### src/rtl/dimclass_pkg.sv
package dimclass_pkg;

    typedef enum logic [1:0] {
        MODE_PLAIN = 2'd0,
        MODE_LEAD  = 2'd1,
        MODE_TRAIL = 2'd2
    } line_mode_e;

    localparam int NUM_MODES = 3;

    typedef enum logic {
        PH_LEARN = 1'b0,
        PH_CHECK = 1'b1
    } phase_e;

    // Verdict of one half-cycle; a steep rise outranks a steep fall.
    function automatic line_mode_e half_verdict(input logic saw_rise, input logic saw_fall);
        if (saw_rise)
            return MODE_LEAD;
        else if (saw_fall)
            return MODE_TRAIL;
        return MODE_PLAIN;
    endfunction

    function automatic logic [NUM_MODES-1:0] mode_onehot(input line_mode_e m);
        return 3'b001 << m;
    endfunction

endpackage

### src/rtl/edge_scanner.sv
module edge_scanner
    import dimclass_pkg::*;
#(
    parameter int SAMPLE_W   = 8,
    parameter int LOW_LEVEL  = 40,
    parameter int HIGH_LEVEL = 200
) (
    input  logic                clk,
    input  logic                rst,
    input  logic                clr,
    input  logic                smp_valid,
    input  logic [SAMPLE_W-1:0] smp,
    input  logic                boundary,
    output line_mode_e          verdict
);

    localparam logic [SAMPLE_W-1:0] LO_V = SAMPLE_W'(LOW_LEVEL);
    localparam logic [SAMPLE_W-1:0] HI_V = SAMPLE_W'(HIGH_LEVEL);

    logic [SAMPLE_W-1:0] prev_q;
    logic                have_prev_q;
    logic                rise_q;
    logic                fall_q;

    always_ff @(posedge clk) begin
        if (rst || clr) begin
            prev_q      <= '0;
            have_prev_q <= 1'b0;
            rise_q      <= 1'b0;
            fall_q      <= 1'b0;
        end else if (boundary) begin
            // New half-cycle: forget flags; a sample here opens the next pair
            rise_q      <= 1'b0;
            fall_q      <= 1'b0;
            have_prev_q <= smp_valid;
            if (smp_valid)
                prev_q <= smp;
        end else if (smp_valid) begin
            if (have_prev_q && (prev_q < LO_V) && (smp > HI_V))
                rise_q <= 1'b1;
            if (have_prev_q && (prev_q > HI_V) && (smp < LO_V))
                fall_q <= 1'b1;
            prev_q      <= smp;
            have_prev_q <= 1'b1;
        end
    end

    assign verdict = half_verdict(rise_q, fall_q);

endmodule

### src/rtl/vote_bank.sv
module vote_bank
    import dimclass_pkg::*;
#(
    parameter int FILTER_DEPTH = 8,
    parameter int CNT_W        = $clog2(FILTER_DEPTH + 1)
) (
    input  logic                 clk,
    input  logic                 rst,
    input  logic                 clr,
    input  logic                 step,
    input  logic                 accumulate,
    input  line_mode_e           verdict,
    output logic [CNT_W-1:0]     tally_nxt [NUM_MODES],
    output logic [NUM_MODES-1:0] full_nxt
);

    localparam logic [CNT_W-1:0] CNT_MAX = CNT_W'(FILTER_DEPTH);

    genvar g;
    generate
        for (g = 0; g < NUM_MODES; g++) begin : g_cand
            logic [CNT_W-1:0] cnt_q;

            always_comb begin
                tally_nxt[g] = cnt_q;
                if (step) begin
                    if (verdict == line_mode_e'(2'(g))) begin
                        if (cnt_q != CNT_MAX)
                            tally_nxt[g] = cnt_q + 1'b1;
                    end else if (!accumulate && (cnt_q != '0)) begin
                        tally_nxt[g] = cnt_q - 1'b1;
                    end
                end
            end

            always_ff @(posedge clk) begin
                if (rst || clr)
                    cnt_q <= '0;
                else
                    cnt_q <= tally_nxt[g];
            end

            assign full_nxt[g] = (tally_nxt[g] == CNT_MAX);
        end
    endgenerate

endmodule

### src/rtl/mode_fsm.sv
module mode_fsm
    import dimclass_pkg::*;
#(
    parameter int LEARN_HALVES = 4,
    parameter int CHECK_PERIOD = 64,
    parameter int CNT_W        = 4
) (
    input  logic                 clk,
    input  logic                 rst,
    input  logic                 supply_ok,
    input  logic                 boundary,
    input  logic [CNT_W-1:0]     tally_nxt [NUM_MODES],
    input  logic [NUM_MODES-1:0] full_nxt,
    output line_mode_e           mode,
    output logic                 validating,
    output logic                 flt_clr,
    output logic                 flt_step,
    output logic                 accumulate
);

    localparam int LW = $clog2(LEARN_HALVES + 1);
    localparam int PW = $clog2(CHECK_PERIOD);
    localparam logic [LW-1:0] LEARN_LAST = LW'(LEARN_HALVES);
    localparam logic [PW-1:0] CHECK_LAST = PW'(CHECK_PERIOD - 1);

    phase_e      phase_q;
    line_mode_e  mode_q;
    logic [LW-1:0] lcnt_q;
    logic [PW-1:0] pcnt_q;

    line_mode_e       winner;
    logic [CNT_W-1:0] best_cnt;
    logic             wrong_mode;
    logic             learn_open;
    logic             learn_done;
    logic             check_tick;

    always_comb begin
        winner   = MODE_PLAIN;
        best_cnt = tally_nxt[0];
        if (tally_nxt[1] > best_cnt) begin
            winner   = MODE_LEAD;
            best_cnt = tally_nxt[1];
        end
        if (tally_nxt[2] > best_cnt) begin
            winner   = MODE_TRAIL;
            best_cnt = tally_nxt[2];
        end
    end

    assign wrong_mode = |(full_nxt & ~mode_onehot(mode_q));
    assign learn_open = (phase_q == PH_LEARN) && (lcnt_q == '0);
    assign learn_done = (phase_q == PH_LEARN) && (lcnt_q == LEARN_LAST);
    assign check_tick = (phase_q == PH_CHECK) && (pcnt_q == CHECK_LAST);

    assign accumulate = (phase_q == PH_LEARN);
    assign flt_step   = boundary && !learn_open;
    assign flt_clr    = !supply_ok ||
                        (boundary && (learn_open || learn_done || (check_tick && wrong_mode)));

    always_ff @(posedge clk) begin
        if (rst || !supply_ok) begin
            phase_q <= PH_LEARN;
            mode_q  <= MODE_PLAIN;
            lcnt_q  <= '0;
            pcnt_q  <= '0;
        end else if (boundary) begin
            case (phase_q)
                PH_LEARN: begin
                    if (learn_done) begin
                        mode_q  <= winner;
                        phase_q <= PH_CHECK;
                        pcnt_q  <= '0;
                    end else begin
                        lcnt_q <= lcnt_q + 1'b1;
                    end
                end
                default: begin
                    if (check_tick) begin
                        pcnt_q <= '0;
                        if (wrong_mode) begin
                            phase_q <= PH_LEARN;
                            lcnt_q  <= LW'(1);
                        end
                    end else begin
                        pcnt_q <= pcnt_q + 1'b1;
                    end
                end
            endcase
        end
    end

    assign mode       = mode_q;
    assign validating = (phase_q == PH_CHECK);

endmodule

### src/rtl/dimmer_classifier.sv
module dimmer_classifier
    import dimclass_pkg::*;
#(
    parameter int SAMPLE_W     = 8,
    parameter int LOW_LEVEL    = 40,
    parameter int HIGH_LEVEL   = 200,
    parameter int LEARN_HALVES = 4,
    parameter int FILTER_DEPTH = 8,
    parameter int CHECK_PERIOD = 64
) (
    input  logic                clk,
    input  logic                rst,
    input  logic                supply_ok,
    input  logic                sample_valid,
    input  logic [SAMPLE_W-1:0] sample,
    input  logic                half_start,
    output logic [1:0]          mode,
    output logic                validating
);

    localparam int CNT_W = $clog2(FILTER_DEPTH + 1);

    line_mode_e           verdict;
    line_mode_e           mode_int;
    logic [CNT_W-1:0]     tally_nxt [NUM_MODES];
    logic [NUM_MODES-1:0] full_nxt;
    logic                 flt_clr;
    logic                 flt_step;
    logic                 accumulate;

    edge_scanner #(
        .SAMPLE_W  (SAMPLE_W),
        .LOW_LEVEL (LOW_LEVEL),
        .HIGH_LEVEL(HIGH_LEVEL)
    ) u_scan (
        .clk      (clk),
        .rst      (rst),
        .clr      (!supply_ok),
        .smp_valid(sample_valid),
        .smp      (sample),
        .boundary (half_start),
        .verdict  (verdict)
    );

    vote_bank #(
        .FILTER_DEPTH(FILTER_DEPTH),
        .CNT_W       (CNT_W)
    ) u_votes (
        .clk       (clk),
        .rst       (rst),
        .clr       (flt_clr),
        .step      (flt_step),
        .accumulate(accumulate),
        .verdict   (verdict),
        .tally_nxt (tally_nxt),
        .full_nxt  (full_nxt)
    );

    mode_fsm #(
        .LEARN_HALVES(LEARN_HALVES),
        .CHECK_PERIOD(CHECK_PERIOD),
        .CNT_W       (CNT_W)
    ) u_fsm (
        .clk       (clk),
        .rst       (rst),
        .supply_ok (supply_ok),
        .boundary  (half_start),
        .tally_nxt (tally_nxt),
        .full_nxt  (full_nxt),
        .mode      (mode_int),
        .validating(validating),
        .flt_clr   (flt_clr),
        .flt_step  (flt_step),
        .accumulate(accumulate)
    );

    assign mode = mode_int;

endmodule

### config.mk
export PLATFORM = sky130hd
export DESIGN_NAME = dimmer_classifier
export DESIGN_NICKNAME = d
export VERILOG_FILES = /design/src/rtl/dimclass_pkg.sv /design/src/rtl/edge_scanner.sv /design/src/rtl/vote_bank.sv /design/src/rtl/mode_fsm.sv /design/src/rtl/dimmer_classifier.sv
export SDC_FILE = /design/constraint.sdc
export NUM_CORES = 1
export LEC_CHECK = 0
export ABC_AREA = 1
export BUFFER_PORTS_ARGS = -buffer_cell sky130_fd_sc_hd__buf_2
export CAP_MARGIN = 25
export CORE_UTILIZATION = 36
export CTS_CLUSTER_SIZE = 16
export DETAILED_ROUTE_END_ITERATION = 10
export PLACE_DENSITY_LB_ADDON = 0.25
export SLEW_MARGIN = 20
export SYNTH_ARGS = -nofsm -noshare
export SYNTH_HDL_FRONTEND = slang
export SYNTH_SLANG_ARGS = --single-unit
### constraint.sdc
create_clock -name clk -period 7.8 [get_ports clk]
set_clock_uncertainty 0.05 [all_clocks]
set_input_delay 0.78 -clock clk [delete_from_list [all_inputs] [get_ports clk]]
set_output_delay 0.78 -clock clk [all_outputs]
set_load 0.005 [all_outputs]
==> results.cfg <==
[drt]
drc = 0
routed_wl_mm = 5.55
drtAntennaViolNets = 0
drtIter0Drc = 107
vias = 2351
wl_per_cell_um = 11.5
routed_via_density = 4.86
first_pass_iters = 5

[cts]
tritoncts = done
clk_path_buf_depth = 2
cts_resized = 0
postCtsSetupRepairBufs = 0
cts_sinks = 35
htreeDepth = 2
hold_buffers = 0
numCtsBuffers = 5
clk_pin_slew_ns = 0.07
cts_root_buf = clkbuf_8
clock_latency_ns = 0.28

[global_route]
track_usage_pct = 16.3
grt-ovfl-total = 0
grt_pass1_wl_mm = 9.73
grt_max_degree = 19
grt_pass1_vias = 2194
antenna_found_initial = 0

[timing]
tightest_slew_ns = 0.751
slew_headroom_pct = 49.8
finalWorstSetupSlack_ns = 3.79
fmax_mhz = 249
rsz0062_at_grt = no
setup_viol = 0
period_needed_ns = 4.01
slew_violations = 0
min_period_over_period_pct = 51.4
setup-tns-final_ns = 0
final_hold_viol_count = 0

[layout]
stdcell_area_um2 = 2760
areaGrowthSynthToFinish_pct = 8.30
final_cell_mix = nand2_1, inv_1, dfxtp_1
drive_gt1_share_pct = 16.8
layout_commonest_cell = nand2_1
nets = 417
final_cells = 484
diodes = 0

[power]
ir_drop_v = 0.0000858
finalPower_uw = 381
power.density_nw_per_um2 = 138
power.leakage_uw = 0.00119

[setup_path]
cp-end-kind = register
crit_chain = inv_2, nand3_2, nand2_2, inv_2, nand3_1, nand2_1, inv_1, ha_1, inv_1, nor2_1, o21ai_0, a32oi_1, o21ai_0, ha_1, inv_1, nor2_1, o21ai_0, a32oi_1, nor2_1, nand2_1, a21oi_1
path_max_fanout = 18
max_stage_delay_ns = 0.75
reg2regPathDepth = 21
critPathKind = reg -> reg
required_ns = 7.96
cp-start-kind = register
cp_slowest_cell = dfxtp_1
crit_buf_inv = 5
worstSetupPathDepth = 21
critPathTopFamily = compound AO/OA/AOI/OAI gates
arrival_ns = 4.17

[logic_synthesis]
syn_area_um2 = 2550
synth_warnings = 0
synth_cells = 375
synth_compound_area_share_pct = 16.8
yosysSeqAreaShare_pct = 27.5
synth_nets = 405
yosysUniqueCellTypes = 38
ys_seq_elements = 35
ys_async_sr_fraction_pct = 0
synth-simple-area-share_pct = 33.9
muxShareOfSynthArea_pct = 0
synth_edf_count = 0
synth_flop_cell = dfxtp_1
yosys.area_share.xor_xnor_pct = 1.72
syn-mean-instance-area_um2 = 6.79
synth_fa_ha_area_share_pct = 8.35
synth_top_family_by_area = simple AND/OR/NAND/NOR gates

[place]
dpl_cell_area_um2 = 2660
place_congestion = 0.823
place_inst = 476
post-place-ws_ns = 3.84
port_buffers = 15
hpwl_mm = 4.38

[floorplanning]
die-area_um2 = 7420
ios = 16
start_util_pct = 37.3
die_x_um = 86.1
core.rowCount = 30
die_h_um = 86.1
core_area_um2 = 6830

[min_path]
hold_class = reg -> reg
hold_depth = 2

[job]
drv_cap = 0

[status]
status = completed
[layer usage]
metal | share of wire, % | track usage (%) | vias to the layer above
li1 | - | - | 1259
met1 | 49 | 20.7 | 1042
met2 | 46 | 27.8 | 40
met3 | 3.1 | 3.18 | 10
met4 | 2.1 | 5.15 | 0
met5 | 0 | 0 | -
[report_power, final]
part	internal, uW	total (uW)	switching (uW)
registers	182	184	2.31
clock network	80.6	144	63.5
logic	18.6	53.2	34.5
total	281	381	100
[synthesized netlist by cell type (6+ instances only)]
library cell	instances	area [um^2]
nand3_1	29	145
buf_6	6	67.6
o21ai_0	13	65.1
a21oi_2	9	78.8
nor2_1	26	97.6
nand2_1	90	338
nand3_2	9	90.1
inv_1	46	173
dfxtp_1	35	701
nand2_2	7	43.8
inv_2	10	37.5
nand4_1	12	75.1
a21oi_1	28	140
ha_1	17	213
[stage by stage]
step	util, %	hold slack [ns]
2_1_floorplan	-	0.391
3_3_place_gp	38.9	0.403
3_5_place_dp	38.9	0.402
4_1_cts	40.4	0.413
5_1_grt	40.4	0.439
6_report	40.4	0.415
[layout make-up]
class	count	area, um^2
clock buffers	8	100
fillers	758	4070
inverters	57	214
multi-input cells	273	1550
flip-flops and latches	35	701
well taps	96	120
repair buffers	15	75.1
[state kept, by name (all words and copies together) (netlist names)]
register and count:
u_fsm.lcnt_q 3, u_fsm.mode 2, u_fsm.pcnt_q 6, u_fsm.validating 1, u_scan.fall_q 1, u_scan.have_prev_q 1
u_scan.prev_q 8, u_scan.rise_q 1, u_votes.g_cand.cnt_q 12
[worst min-delay path, cell delays in order (launching register included)]
cell and delay (ns):
dfxtp_1 0.31, nand2_1 0.06, a21oi_1 0.05
[logic make-up (layout without fill, tap and decap cells)]
family	count (synthesis)	in the layout
compound gates	69	69
xor+xnor	5	5
fa+ha+maj	17	17
buf+inv	67	80
flops	35	35
simple gates	182	182
[worst paths after layout]
| path | slack, ns | from | to |
|---|---|---|---|
| worst max-delay path | 3.79 | u_fsm.validating | u_fsm.mode[0] |
| worst min-delay path | 0.42 | u_scan.prev_q[2] | u_scan.prev_q[2] |
| worst min register to register | 0.42 | u_scan.prev_q[2] | u_scan.prev_q[2] |
| worst max register to register | 3.79 | u_fsm.validating | u_fsm.mode[0] |
Power figures use the tool's default switching activity.
